**src/rtl/mem_bus_rx_pkg.sv**
```systemverilog
package mem_bus_rx_pkg;
  localparam int unsigned OP_W = 2;
  localparam logic [OP_W-1:0] OP_NOP   = 2'd0;
  localparam logic [OP_W-1:0] OP_READ  = 2'd1;
  localparam logic [OP_W-1:0] OP_WRITE = 2'd2;
  localparam logic [OP_W-1:0] OP_CMD   = 2'd3;

  typedef enum logic [1:0] {
    ST_IDLE  = 2'd0,
    ST_LOCK  = 2'd1,
    ST_WRITE = 2'd2
  } st_e;
endpackage

```
**src/rtl/mem_bus_rx_cmp.sv**
```systemverilog
module mem_bus_rx_cmp #(
  parameter int unsigned W = 3
) (
  input  logic [W-1:0] a_i,
  input  logic [W-1:0] b_i,
  output logic         eq_o
);
  logic [W-1:0] bit_eq;
  for (genvar i = 0; i < W; i++) begin : g_bit
    assign bit_eq[i] = ~(a_i[i] ^ b_i[i]);
  end
  assign eq_o = &bit_eq;
endmodule

```
**src/rtl/mem_bus_rx_ram.sv**
```systemverilog
module mem_bus_rx_ram #(
  parameter int unsigned ADDR_W = 4,
  parameter int unsigned DATA_W = 16
) (
  input  logic              clk_i,
  input  logic              rst_ni,
  input  logic              we_i,
  input  logic [ADDR_W-1:0] waddr_i,
  input  logic [DATA_W-1:0] wdata_i,
  input  logic [ADDR_W-1:0] raddr_i,
  output logic [DATA_W-1:0] rdata_o
);
  localparam int unsigned DEPTH = 1 << ADDR_W;

  logic [DATA_W-1:0] rows [DEPTH];

  for (genvar i = 0; i < DEPTH; i++) begin : g_row
    always_ff @(posedge clk_i or negedge rst_ni) begin
      if (!rst_ni)                                   rows[i] <= '0;
      else if (we_i && (waddr_i == ADDR_W'(i)))      rows[i] <= wdata_i;
    end
  end

  assign rdata_o = rows[raddr_i];
endmodule

```
**src/rtl/mem_bus_rx_ctl.sv**
```systemverilog
module mem_bus_rx_ctl
  import mem_bus_rx_pkg::*;
#(
  parameter int unsigned ID_W      = 3,
  parameter int unsigned ADDR_W    = 4,
  parameter int unsigned DATA_W    = 16,
  parameter int unsigned WR_CYCLES = 4
) (
  input  logic              clk_i,
  input  logic              rst_ni,
  input  logic              bus_valid_i,
  input  logic [ID_W-1:0]   bus_src_i,
  input  logic [OP_W-1:0]   bus_op_i,
  input  logic [DATA_W-1:0] bus_data_i,
  input  logic              dest_hit_i,
  input  logic              src_hit_i,
  output logic              rdy_o,
  output st_e               st_o,
  output logic [ID_W-1:0]   lk_src_o,
  output logic [OP_W-1:0]   lk_op_o,
  output logic [ADDR_W-1:0] lk_addr_o,
  output logic [DATA_W-1:0] wdata_o,
  output logic              ram_we_o
);
  localparam int unsigned CNT_W = $clog2(WR_CYCLES + 1);
  localparam logic [CNT_W-1:0] CNT_LAST = CNT_W'(WR_CYCLES - 1);

  st_e              st_q, st_d;
  logic [CNT_W-1:0] cnt_q;
  logic             take_addr, take_data, cnt_done;

  assign take_addr = (st_q == ST_IDLE) && bus_valid_i && dest_hit_i && (bus_op_i == OP_WRITE);
  // operand: opcode field deliberately ignored
  assign take_data = (st_q == ST_LOCK) && bus_valid_i && dest_hit_i && src_hit_i;
  assign cnt_done  = (cnt_q == CNT_LAST);

  always_comb begin
    st_d = st_q;
    unique case (st_q)
      ST_IDLE:  if (take_addr) st_d = ST_LOCK;
      ST_LOCK:  if (take_data) st_d = (lk_op_o == OP_WRITE) ? ST_WRITE : ST_IDLE;
      ST_WRITE: if (cnt_done)  st_d = ST_IDLE;
      default:  st_d = ST_IDLE;
    endcase
  end

  always_ff @(posedge clk_i or negedge rst_ni) begin
    if (!rst_ni) begin
      st_q      <= ST_IDLE;
      cnt_q     <= '0;
      lk_src_o  <= '0;
      lk_op_o   <= OP_NOP;
      lk_addr_o <= '0;
      wdata_o   <= '0;
    end else begin
      st_q <= st_d;
      if (take_addr) begin
        lk_src_o  <= bus_src_i;
        lk_op_o   <= bus_op_i;
        lk_addr_o <= bus_data_i[ADDR_W-1:0];
      end
      if (take_data) begin
        wdata_o <= bus_data_i;
        cnt_q   <= '0;
      end else if (st_q == ST_WRITE) begin
        cnt_q <= cnt_done ? '0 : cnt_q + CNT_W'(1);
      end
    end
  end

  assign ram_we_o = (st_q == ST_WRITE) && cnt_done;
  assign rdy_o    = (st_q == ST_IDLE);
  assign st_o     = st_q;
endmodule

```
**src/rtl/mem_bus_rx.sv**
```systemverilog
module mem_bus_rx
  import mem_bus_rx_pkg::*;
#(
  parameter int unsigned MOD_ID    = 3,
  parameter int unsigned ID_W      = 3,
  parameter int unsigned ADDR_W    = 4,
  parameter int unsigned DATA_W    = 16,
  parameter int unsigned WR_CYCLES = 4
) (
  input  logic              clk_i,
  input  logic              rst_ni,
  input  logic              bus_valid_i,
  input  logic [ID_W-1:0]   bus_dest_i,
  input  logic [ID_W-1:0]   bus_src_i,
  input  logic [1:0]        bus_op_i,
  input  logic [DATA_W-1:0] bus_data_i,
  output logic              rdy_o,
  input  logic [ADDR_W-1:0] rd_addr_i,
  output logic [DATA_W-1:0] rd_data_o
);
  localparam logic [ID_W-1:0] OWN_ID = ID_W'(MOD_ID);

  logic              dest_hit, src_hit, ram_we;
  st_e               st;
  logic [ID_W-1:0]   lk_src;
  logic [OP_W-1:0]   lk_op;
  logic [ADDR_W-1:0] lk_addr;
  logic [DATA_W-1:0] wdata;

  mem_bus_rx_cmp #(.W(ID_W)) u_dest_cmp (
    .a_i (bus_dest_i),
    .b_i (OWN_ID),
    .eq_o(dest_hit)
  );

  mem_bus_rx_cmp #(.W(ID_W)) u_src_cmp (
    .a_i (bus_src_i),
    .b_i (lk_src),
    .eq_o(src_hit)
  );

  mem_bus_rx_ctl #(
    .ID_W     (ID_W),
    .ADDR_W   (ADDR_W),
    .DATA_W   (DATA_W),
    .WR_CYCLES(WR_CYCLES)
  ) u_ctl (
    .clk_i      (clk_i),
    .rst_ni     (rst_ni),
    .bus_valid_i(bus_valid_i),
    .bus_src_i  (bus_src_i),
    .bus_op_i   (bus_op_i),
    .bus_data_i (bus_data_i),
    .dest_hit_i (dest_hit),
    .src_hit_i  (src_hit),
    .rdy_o      (rdy_o),
    .st_o       (st),
    .lk_src_o   (lk_src),
    .lk_op_o    (lk_op),
    .lk_addr_o  (lk_addr),
    .wdata_o    (wdata),
    .ram_we_o   (ram_we)
  );

  mem_bus_rx_ram #(.ADDR_W(ADDR_W), .DATA_W(DATA_W)) u_ram (
    .clk_i  (clk_i),
    .rst_ni (rst_ni),
    .we_i   (ram_we),
    .waddr_i(lk_addr),
    .wdata_i(wdata),
    .raddr_i(rd_addr_i),
    .rdata_o(rd_data_o)
  );
endmodule

```
**config.mk**
```make
export PLATFORM = sky130hd
export DESIGN_NAME = mem_bus_rx
export DESIGN_NICKNAME = d
export VERILOG_FILES = /design/src/rtl/mem_bus_rx_pkg.sv /design/src/rtl/mem_bus_rx_cmp.sv /design/src/rtl/mem_bus_rx_ram.sv /design/src/rtl/mem_bus_rx_ctl.sv /design/src/rtl/mem_bus_rx.sv
export SDC_FILE = /design/constraint.sdc
export NUM_CORES = 1
export LEC_CHECK = 0
export ABC_AREA = 1
export BUFFER_PORTS_ARGS = -buffer_cell sky130_fd_sc_hd__buf_2
export CAP_MARGIN = 20
export CORE_UTILIZATION = 45
export CTS_CLUSTER_SIZE = 14
export DETAILED_ROUTE_END_ITERATION = 12
export MAX_ROUTING_LAYER = met4
export PLACE_DENSITY = 0.68
export SYNTH_ARGS = -nofsm -noshare
export SYNTH_HDL_FRONTEND = slang
export SYNTH_SLANG_ARGS = --single-unit
```
**constraint.sdc**
```tcl
create_clock -name clk_i -period 2 [get_ports clk_i]
set_input_delay 0.2 -clock clk_i [delete_from_list [all_inputs] [get_ports clk_i]]
set_output_delay 0.2 -clock clk_i [all_outputs]
set_load 0.02 [all_outputs]
```
==> flow_metrics.env, run 1 <==
export IMPL_outcome="completed"
export IMPL_remaining_drc_errors=0
export IMPL_count_leader_synth="sky130_fd_sc_hd__nand2_1"
export IMPL_top_cells_by_instance_count_after_synthesis="396 x sky130_fd_sc_hd__nand2_1, 325 x sky130_fd_sc_hd__o21ai_0, 286 x sky130_fd_sc_hd__dfrtp_1"
export IMPL_power_ir_vdd_worst_v=0.000970
export IMPL_p_leak_uw=0.00702
export IMPL_drt_first_iter_violations=1154
export IMPL_finalWirelength_um=34500
export IMPL_h_tree_depth=2
export IMPL_worstReg2RegStart="u_ctl.cnt_q[0]"
export IMPL_layout_worst_path_cycle_share_pct=93.2
export IMPL_tritoncts="done"
export IMPL_path_clk_slew_ns=0.06
export IMPL_number_of_global_route_vias_before_repair=10174
export IMPL_avgSynthCellArea_um2=8.27
export IMPL_grt_remaining_overflow=0
export IMPL_sequential_cell_area_um2=7160
export IMPL_top_fanout_value_on_the_critical_path=2
export IMPL_die_area_um2=29700
export IMPL_detailed_place_hpwl_um=20900
export IMPL_synthesis_nets=1612
export IMPL_globalRouteMet1Util_pct=34.3
export IMPL_slew_headroom_pct=55.4
export IMPL_busiest_layer="met2"
export IMPL_synth_edff_count=0
export IMPL_port_buffers=47
export IMPL_cts_buffers_inserted=34
export IMPL_synth_ff_type="sky130_fd_sc_hd__dfrtp_1"
export IMPL_maxClockFrequency_ghz=0.537
export IMPL_tns_ns=0
export IMPL_total_power_divided_by_cell_area_nw_per_um2=1040
export IMPL_cts_sink_count=286
export IMPL_design_core_area_um2=28600
export IMPL_finish_net_count=1641
export IMPL_clockBufferDepth=3
export IMPL_min_delay_path_class="in2async"
export IMPL_cpPeakStageDelay_ns=0.35
export IMPL_final_cell_area_um2=15200
export IMPL_synth_top_cell_by_area="sky130_fd_sc_hd__dfrtp_1"
export IMPL_post_place_ws_ns=0.257
export IMPL_final_setup_skew_ns=0.0228
export IMPL_ctsRootBufferMaster="sky130_fd_sc_hd__clkbuf_16"
export IMPL_number_of_antenna_violations_at_the_first_check_in_global_routing=0
export IMPL_gr_usage_all_layers_pct=24.9
export IMPL_detail_route_first_pass_iterations=5
export IMPL_grt_met3_usage_pct=3.57
export IMPL_worst_ep_arrival_time_ns=1.66
export IMPL_fillCellCount=2605
export IMPL_worst_setup_path_end_kind="output port"
export IMPL_core_rowCount=62
export IMPL_timing_final_max_slew_violations=0
export IMPL_placed_area_um2=13800
export IMPL_area_of_combinational_cells_with_multiple_inputs_um2=4730
export IMPL_distinct_cell_type_count_after_synthesis=23
export IMPL_drive_above_1_share_pct=9.92
export IMPL_worstPathRequired_ns=1.80
export IMPL_maxCapViolCount=0
export IMPL_startpoint="u_ram.rows[229]"
export IMPL_post_synth_instance_area_um2=13100
export IMPL_top_level_ports=48
export IMPL_via_per_inst=5.35
export IMPL_die_height_um=172
export IMPL_yosys_warnings=0
export IMPL_postRouteAntennaNets=0
export IMPL_seq_total_area_yosys_pct=54.7
export IMPL_rsz_0062_raised_after_global_routing="no"
export IMPL_maximum_number_of_pins_on_one_net_before_global_route_repair=73
export IMPL_diodes=0
export IMPL_synth_area_top_cells="sky130_fd_sc_hd__dfrtp_1 55%, sky130_fd_sc_hd__o21ai_0 12%, sky130_fd_sc_hd__nand2_1 11%, sky130_fd_sc_hd__inv_1 4.9%, sky130_fd_sc_hd__o211ai_1 4.1%"
export IMPL_met2_usage_pct=38.7
export IMPL_initial_utilization_pct=45.7
export IMPL_cpMaxStageDelayCell="sky130_fd_sc_hd__dfrtp_1"
export IMPL_layout_min_cycle_time_ns=1.86
export IMPL_post_cts_repair_setup_buffers=0
export IMPL_crit_type="reg2out"
export IMPL_post_drt_wl_per_cell_um=17.1
export IMPL_tightest_slew_ns=0.668
export IMPL_netlist_area_leader_share_pct=54.7
export IMPL_synthesis_instances=1580
export IMPL_yosys_register_bits=286
export IMPL_clkLatencyLatePin_ns=0.51
export IMPL_gpl_final_weighted_congestion=0.805
export IMPL_timing_critical_path_from_type="flop"
export IMPL_cell_chain_of_the_critical_path="inv_1 > a21oi_1 > o21ai_0 > nand3_1 > nand3_1 > nand2_1 > buf_2"
export IMPL_async_reset_ff_share_pct=100
export IMPL_layout_area_overhead_vs_synth_pct=16.0
export IMPL_worst_path_most_repeated_cell="sky130_fd_sc_hd__nand3_1"
export IMPL_timing_hold_violations_final=0
export IMPL_die_w_um=172
export IMPL_grt_first_pass_wirelength_um=55300
export IMPL_post_route_worst_setup_slack_ns=0.137
export IMPL_vias=10801
export IMPL_setup_viol=0
==> timing repair <==
item,in CTS,in global routing
setup endpoints to repair,0,1
gates resized for setup,0,1
hold buffers,20,0
hold endpoints to repair,88,0
==> cells in the final DEF (no fill, tap or decap), drive strengths merged <==
| cell type | instances |
|---|---|
| dlygate4sd3 | 20 |
| clkinv | 5 |
| nor3 | 2 |
| nand4 | 3 |
| nand3 | 108 |
| ha | 1 |
| a21oi | 57 |
| nor2 | 21 |
| or2 | 1 |
| inv | 175 |
| clkbuf | 49 |
| o21ai | 337 |
| o211ai | 72 |
| nand2 | 398 |
| bufinv | 5 |
| buf | 93 |
| dfrtp | 286 |
==> per-stage QoR <==
stage          total power (µW)  utilization [%]  instances  hold slack, ns
2_1_floorplan              8530                -       1580         -0.0956
3_3_place_gp               9260             48.2       1937           0.143
3_5_place_dp               9360             48.2       1937           0.148
4_1_cts                   15800             53.0       2017           0.214
5_1_grt                   16500             53.0       2017           0.243
6_report                  15800             53.0       2017           0.212
==> state kept, by name (all words and copies together), names as in the netlist <==
name	count
u_ctl.lk_op_o	2
u_ram.rows	256
u_ctl.st_o	2
u_ctl.wdata_o	16
u_ctl.lk_src_o	3
u_ctl.cnt_q	3
u_ctl.lk_addr_o	4
==> power by group <==
| group | internal (µW) | switching (µW) |
|---|---|---|
| Clock | 4050 | 2380 |
| Combinational | 768 | 1620 |
| Sequential | 6520 | 414 |
==> worst paths after layout <==
check	slack, ns	cells past startpoint	to
setup / recovery	0.14	7	rd_data_o[5]
min in group clk_i	0.22	6	u_ctl.st_o[1]
hold / removal	0.21	2	u_ram.rows[34]
max in group asynchronous	1.08	3	u_ram.rows[0]
setup reg to reg	0.23	9	u_ram.rows[28]
hold reg to reg	0.45	2	u_ctl.lk_op_o[1]
==> routing by layer <==
| metal | wire length (µm) | vias to the layer above |
|---|---|---|
| met5 | 0 | - |
| met4 | 692 | 0 |
| met3 | 2090 | 55 |
| met2 | 15600 | 355 |
| met1 | 16100 | 5173 |
| li1 | - | 5218 |
==> final cells by class <==
cell class / count / area share (%)
Sequential cell: 286 / 47.2
Inverter: 174 / 4.31
Clock buffer: 49 / 6.45
Timing Repair Buffer: 113 / 6.43
Clock inverter: 11 / 1.24
Tap cell: 384 / 3.17
Multi-Input combinational cell: 1000 / 31.2
==> worst max-delay path, delay by kind of cell (launching register included) <==
family | cells | cell delay (ns)
AND/OR/NAND/NOR | 3 | 0.32
flip-flops | 1 | 0.35
buffers and inverters | 2 | 0.24
AO/OA/AOI/OAI | 2 | 0.25
==> cells by family after synthesis <==
group | share of synthesized area [%]
AO/OA/AOI/OAI | 19.2
adder cells (fa/ha/maj) | 0.0957
buffers and inverters | 9.13
flip-flops | 54.7
AND/OR/NAND/NOR | 16.8
No activity file was read; power rests on OpenSTA's default activity.
==> inputs of run 2 (changes only) <==
- CTS_BUF_LIST: unset -> sky130_fd_sc_hd__clkbuf_16
==> run 2 against run 1 <==
  * Wire length hardly changed
  * First-iteration DRC count is 2.2% lower
  * Maximum frequency is 0.70% lower
  * Largest cell class unchanged
  * Design area is 0.33% lower
  * Critical path depth stayed put
  * Clock power is 3.9% lower
  * Register-to-register slack hardly changed
  * Sequential power hardly changed
  * Combinational power hardly changed
  * Critical path type unchanged
  * Global-route usage hardly changed
  * Sequential share of layout area is 0.16 points higher
  * Die area stayed put
==> flow_metrics.env, run 2 (synthesis gave the netlist of run 1 again) <==
export IMPL_worstPathRequired_ns=1.80
export IMPL_worst_ep_arrival_time_ns=1.68
export IMPL_cts_sink_count=286
export IMPL_path_clk_slew_ns=0.06
export IMPL_crit_type="reg2out"
export IMPL_design_core_area_um2=28600
export IMPL_die_height_um=172
export IMPL_maxClockFrequency_ghz=0.533
export IMPL_core_rowCount=62
export IMPL_layout_cells_most_common_list="395 x sky130_fd_sc_hd__nand2_1, 325 x sky130_fd_sc_hd__o21ai_0, 286 x sky130_fd_sc_hd__dfrtp_1, 180 x sky130_fd_sc_hd__inv_1, 104 x sky130_fd_sc_hd__nand3_1"
export IMPL_tns_ns=0
export IMPL_gr_usage_all_layers_pct=24.9
export IMPL_largest_reg_flops=256
export IMPL_setup_viol=0
export IMPL_share_clk_of_total_power_pct=39.9
export IMPL_power_ir_vdd_worst_v=0.000931
export IMPL_finalWirelength_um=34500
export IMPL_vias=10736
export IMPL_p_leak_uw=0.00703
export IMPL_timing_critical_path_from_type="flop"
export IMPL_post_cts_repair_setup_buffers=0
export IMPL_cell_chain_of_the_critical_path="inv_1 > a21oi_1 > o21ai_0 > nand3_1 > nand3_1 > nand2_1 > buf_2"
export IMPL_top_fanout_value_on_the_critical_path=2
export IMPL_finish_net_count=1641
export IMPL_internal_power_uw=11100
export IMPL_ctsRootBufferMaster="sky130_fd_sc_hd__clkbuf_16"
export IMPL_tightest_slew_ns=0.659
export IMPL_via_per_inst=5.32
export IMPL_power_sequential_fraction_pct=44.7
export IMPL_gpl_final_weighted_congestion=0.805
export IMPL_timing_final_max_slew_violations=0
export IMPL_h_tree_depth=2
export IMPL_tritoncts="done"
export IMPL_diodes=0
export IMPL_clkLatencyLatePin_ns=0.51
export IMPL_regMostFlops="u_ram.rows"
export IMPL_clockBufferDepth=3
export IMPL_number_of_global_route_vias_before_repair=10190
export IMPL_cpPeakStageDelay_ns=0.35
export IMPL_finish_utilization_pct=52.8
export IMPL_number_of_antenna_violations_at_the_first_check_in_global_routing=0
export IMPL_port_buffers=47
export IMPL_maximum_number_of_pins_on_one_net_before_global_route_repair=73
export IMPL_grt_first_pass_wirelength_um=55400
export IMPL_cpMaxStageDelayCell="sky130_fd_sc_hd__dfrtp_1"
export IMPL_final_setup_skew_ns=0.0250
export IMPL_comb_power_share_pct=15.4
export IMPL_largestRegisters="u_ram.rows (256), u_ctl.wdata_o (16), u_ctl.lk_addr_o (4)"
export IMPL_grt_remaining_overflow=0
export IMPL_top_level_ports=48
export IMPL_die_area_um2=29700
export IMPL_outcome="completed"
export IMPL_drt_first_iter_violations=1129
export IMPL_worst_setup_path_end_kind="output port"
export IMPL_mostFrequentLayoutCell="sky130_fd_sc_hd__nand2_1"
export IMPL_rsz_0062_raised_after_global_routing="no"
export IMPL_slew_headroom_pct=56.0
export IMPL_cts_buffers_inserted=34
export IMPL_layout_worst_path_cycle_share_pct=93.8
export IMPL_post_drt_wl_per_cell_um=17.1
export IMPL_worst_path_most_repeated_cell="sky130_fd_sc_hd__nand3_1"
export IMPL_initial_utilization_pct=45.7
export IMPL_postRouteAntennaNets=0
export IMPL_drive_above_1_share_pct=9.61
export IMPL_die_w_um=172
export IMPL_detailed_place_hpwl_um=20900
export IMPL_remaining_drc_errors=0
export IMPL_layout_area_overhead_vs_synth_pct=15.6
export IMPL_timing_hold_violations_final=0
export IMPL_layout_min_cycle_time_ns=1.88
export IMPL_total_power_divided_by_cell_area_nw_per_um2=1030
export IMPL_min_delay_path_class="in2async"
export IMPL_maxCapViolCount=0
export IMPL_switching_share_pct=28.5
export IMPL_detail_route_first_pass_iterations=6
export IMPL_net_switching_uw=4410
## run 2: cell count changes in the layout (fill, tap and decap cells not counted), sizes merged
cell    previous run  this run
inv              175       184
clkbuf            49        35
clkinv             5        10
## run 2: critical path, delay by kind of cell, from the launching register on
kind / cells / cell delay, ns
and+or+nand+nor: 3 / 0.33
DFF: 1 / 0.35
buffers and inverters: 2 / 0.24
AOI/OAI and AO/OA: 2 / 0.25
## run 2: worst paths after layout
kind	startpoint	endpoint	slack (ns)	cells after the start
min in group clk_i	bus_dest_i[2]	u_ctl.st_o[1]	0.22	6
worst max register to register	u_ctl.cnt_q[0]	u_ram.rows[17]	0.22	9
worst max-delay path	u_ram.rows[229]	rd_data_o[5]	0.12	7
worst min register to register	u_ctl.lk_op_o[1]	u_ctl.lk_op_o[1]	0.45	2
max in group asynchronous	rst_ni	u_ram.rows[0]	1.08	3
worst min-delay path	rst_ni	u_ram.rows[34]	0.21	2
## run 2: area by class of cell
cell class	count	area (µm²)
multi-input combinational	1000	4730
timing repair buffer	113	975
fill	2624	13500
clock buffer	35	876
tap	384	480
inverter	174	653
sequential	286	7160
clock inverter	25	240
## run 2: metrics by stage
| stage | hold slack (ns) | worst slack (ns) | cells | area (µm²) | total power [µW] |
|---|---|---|---|---|---|
| 2_1_floorplan | -0.0956 | 0.547 | 1580 | 13100 | 8530 |
| 3_3_place_gp | 0.143 | 0.337 | 1937 | 13800 | 9260 |
| 3_5_place_dp | 0.148 | 0.257 | 1937 | 13800 | 9360 |
| 4_1_cts | 0.214 | 0.0930 | 2017 | 15100 | 15600 |
| 5_1_grt | 0.240 | 0.0271 | 2017 | 15100 | 16300 |
| 6_report | 0.214 | 0.124 | 2017 | 15100 | 15500 |
## run 2: power by group through the flow
stage	Combinational (µW)	Sequential, µW	Clock, µW
finish	2390	6930	6180
global route	2760	7020	6530
CTS	2400	6920	6290
detailed placement	2360	7010	0
global placement	2280	6980	0
floorplan	1640	6890	0
## run 2: per-layer routing
metal / vias to the layer above / wire, µm / global-route usage, %
met2: 354 / 15600 / 38.6
met3: 55 / 2220 / 3.69
met1: 5116 / 16000 / 34.4
li1: 5211 / - / -
met4: 0 / 665 / 5.85
met5: - / 0 / -
## run 2: what timing repair did
item | CTS | global route
setup endpoints to repair | 0 | 1
endpoints found under the hold margin | 88 | 0
gates resized for setup | 0 | 1
hold buffers | 20 | 0
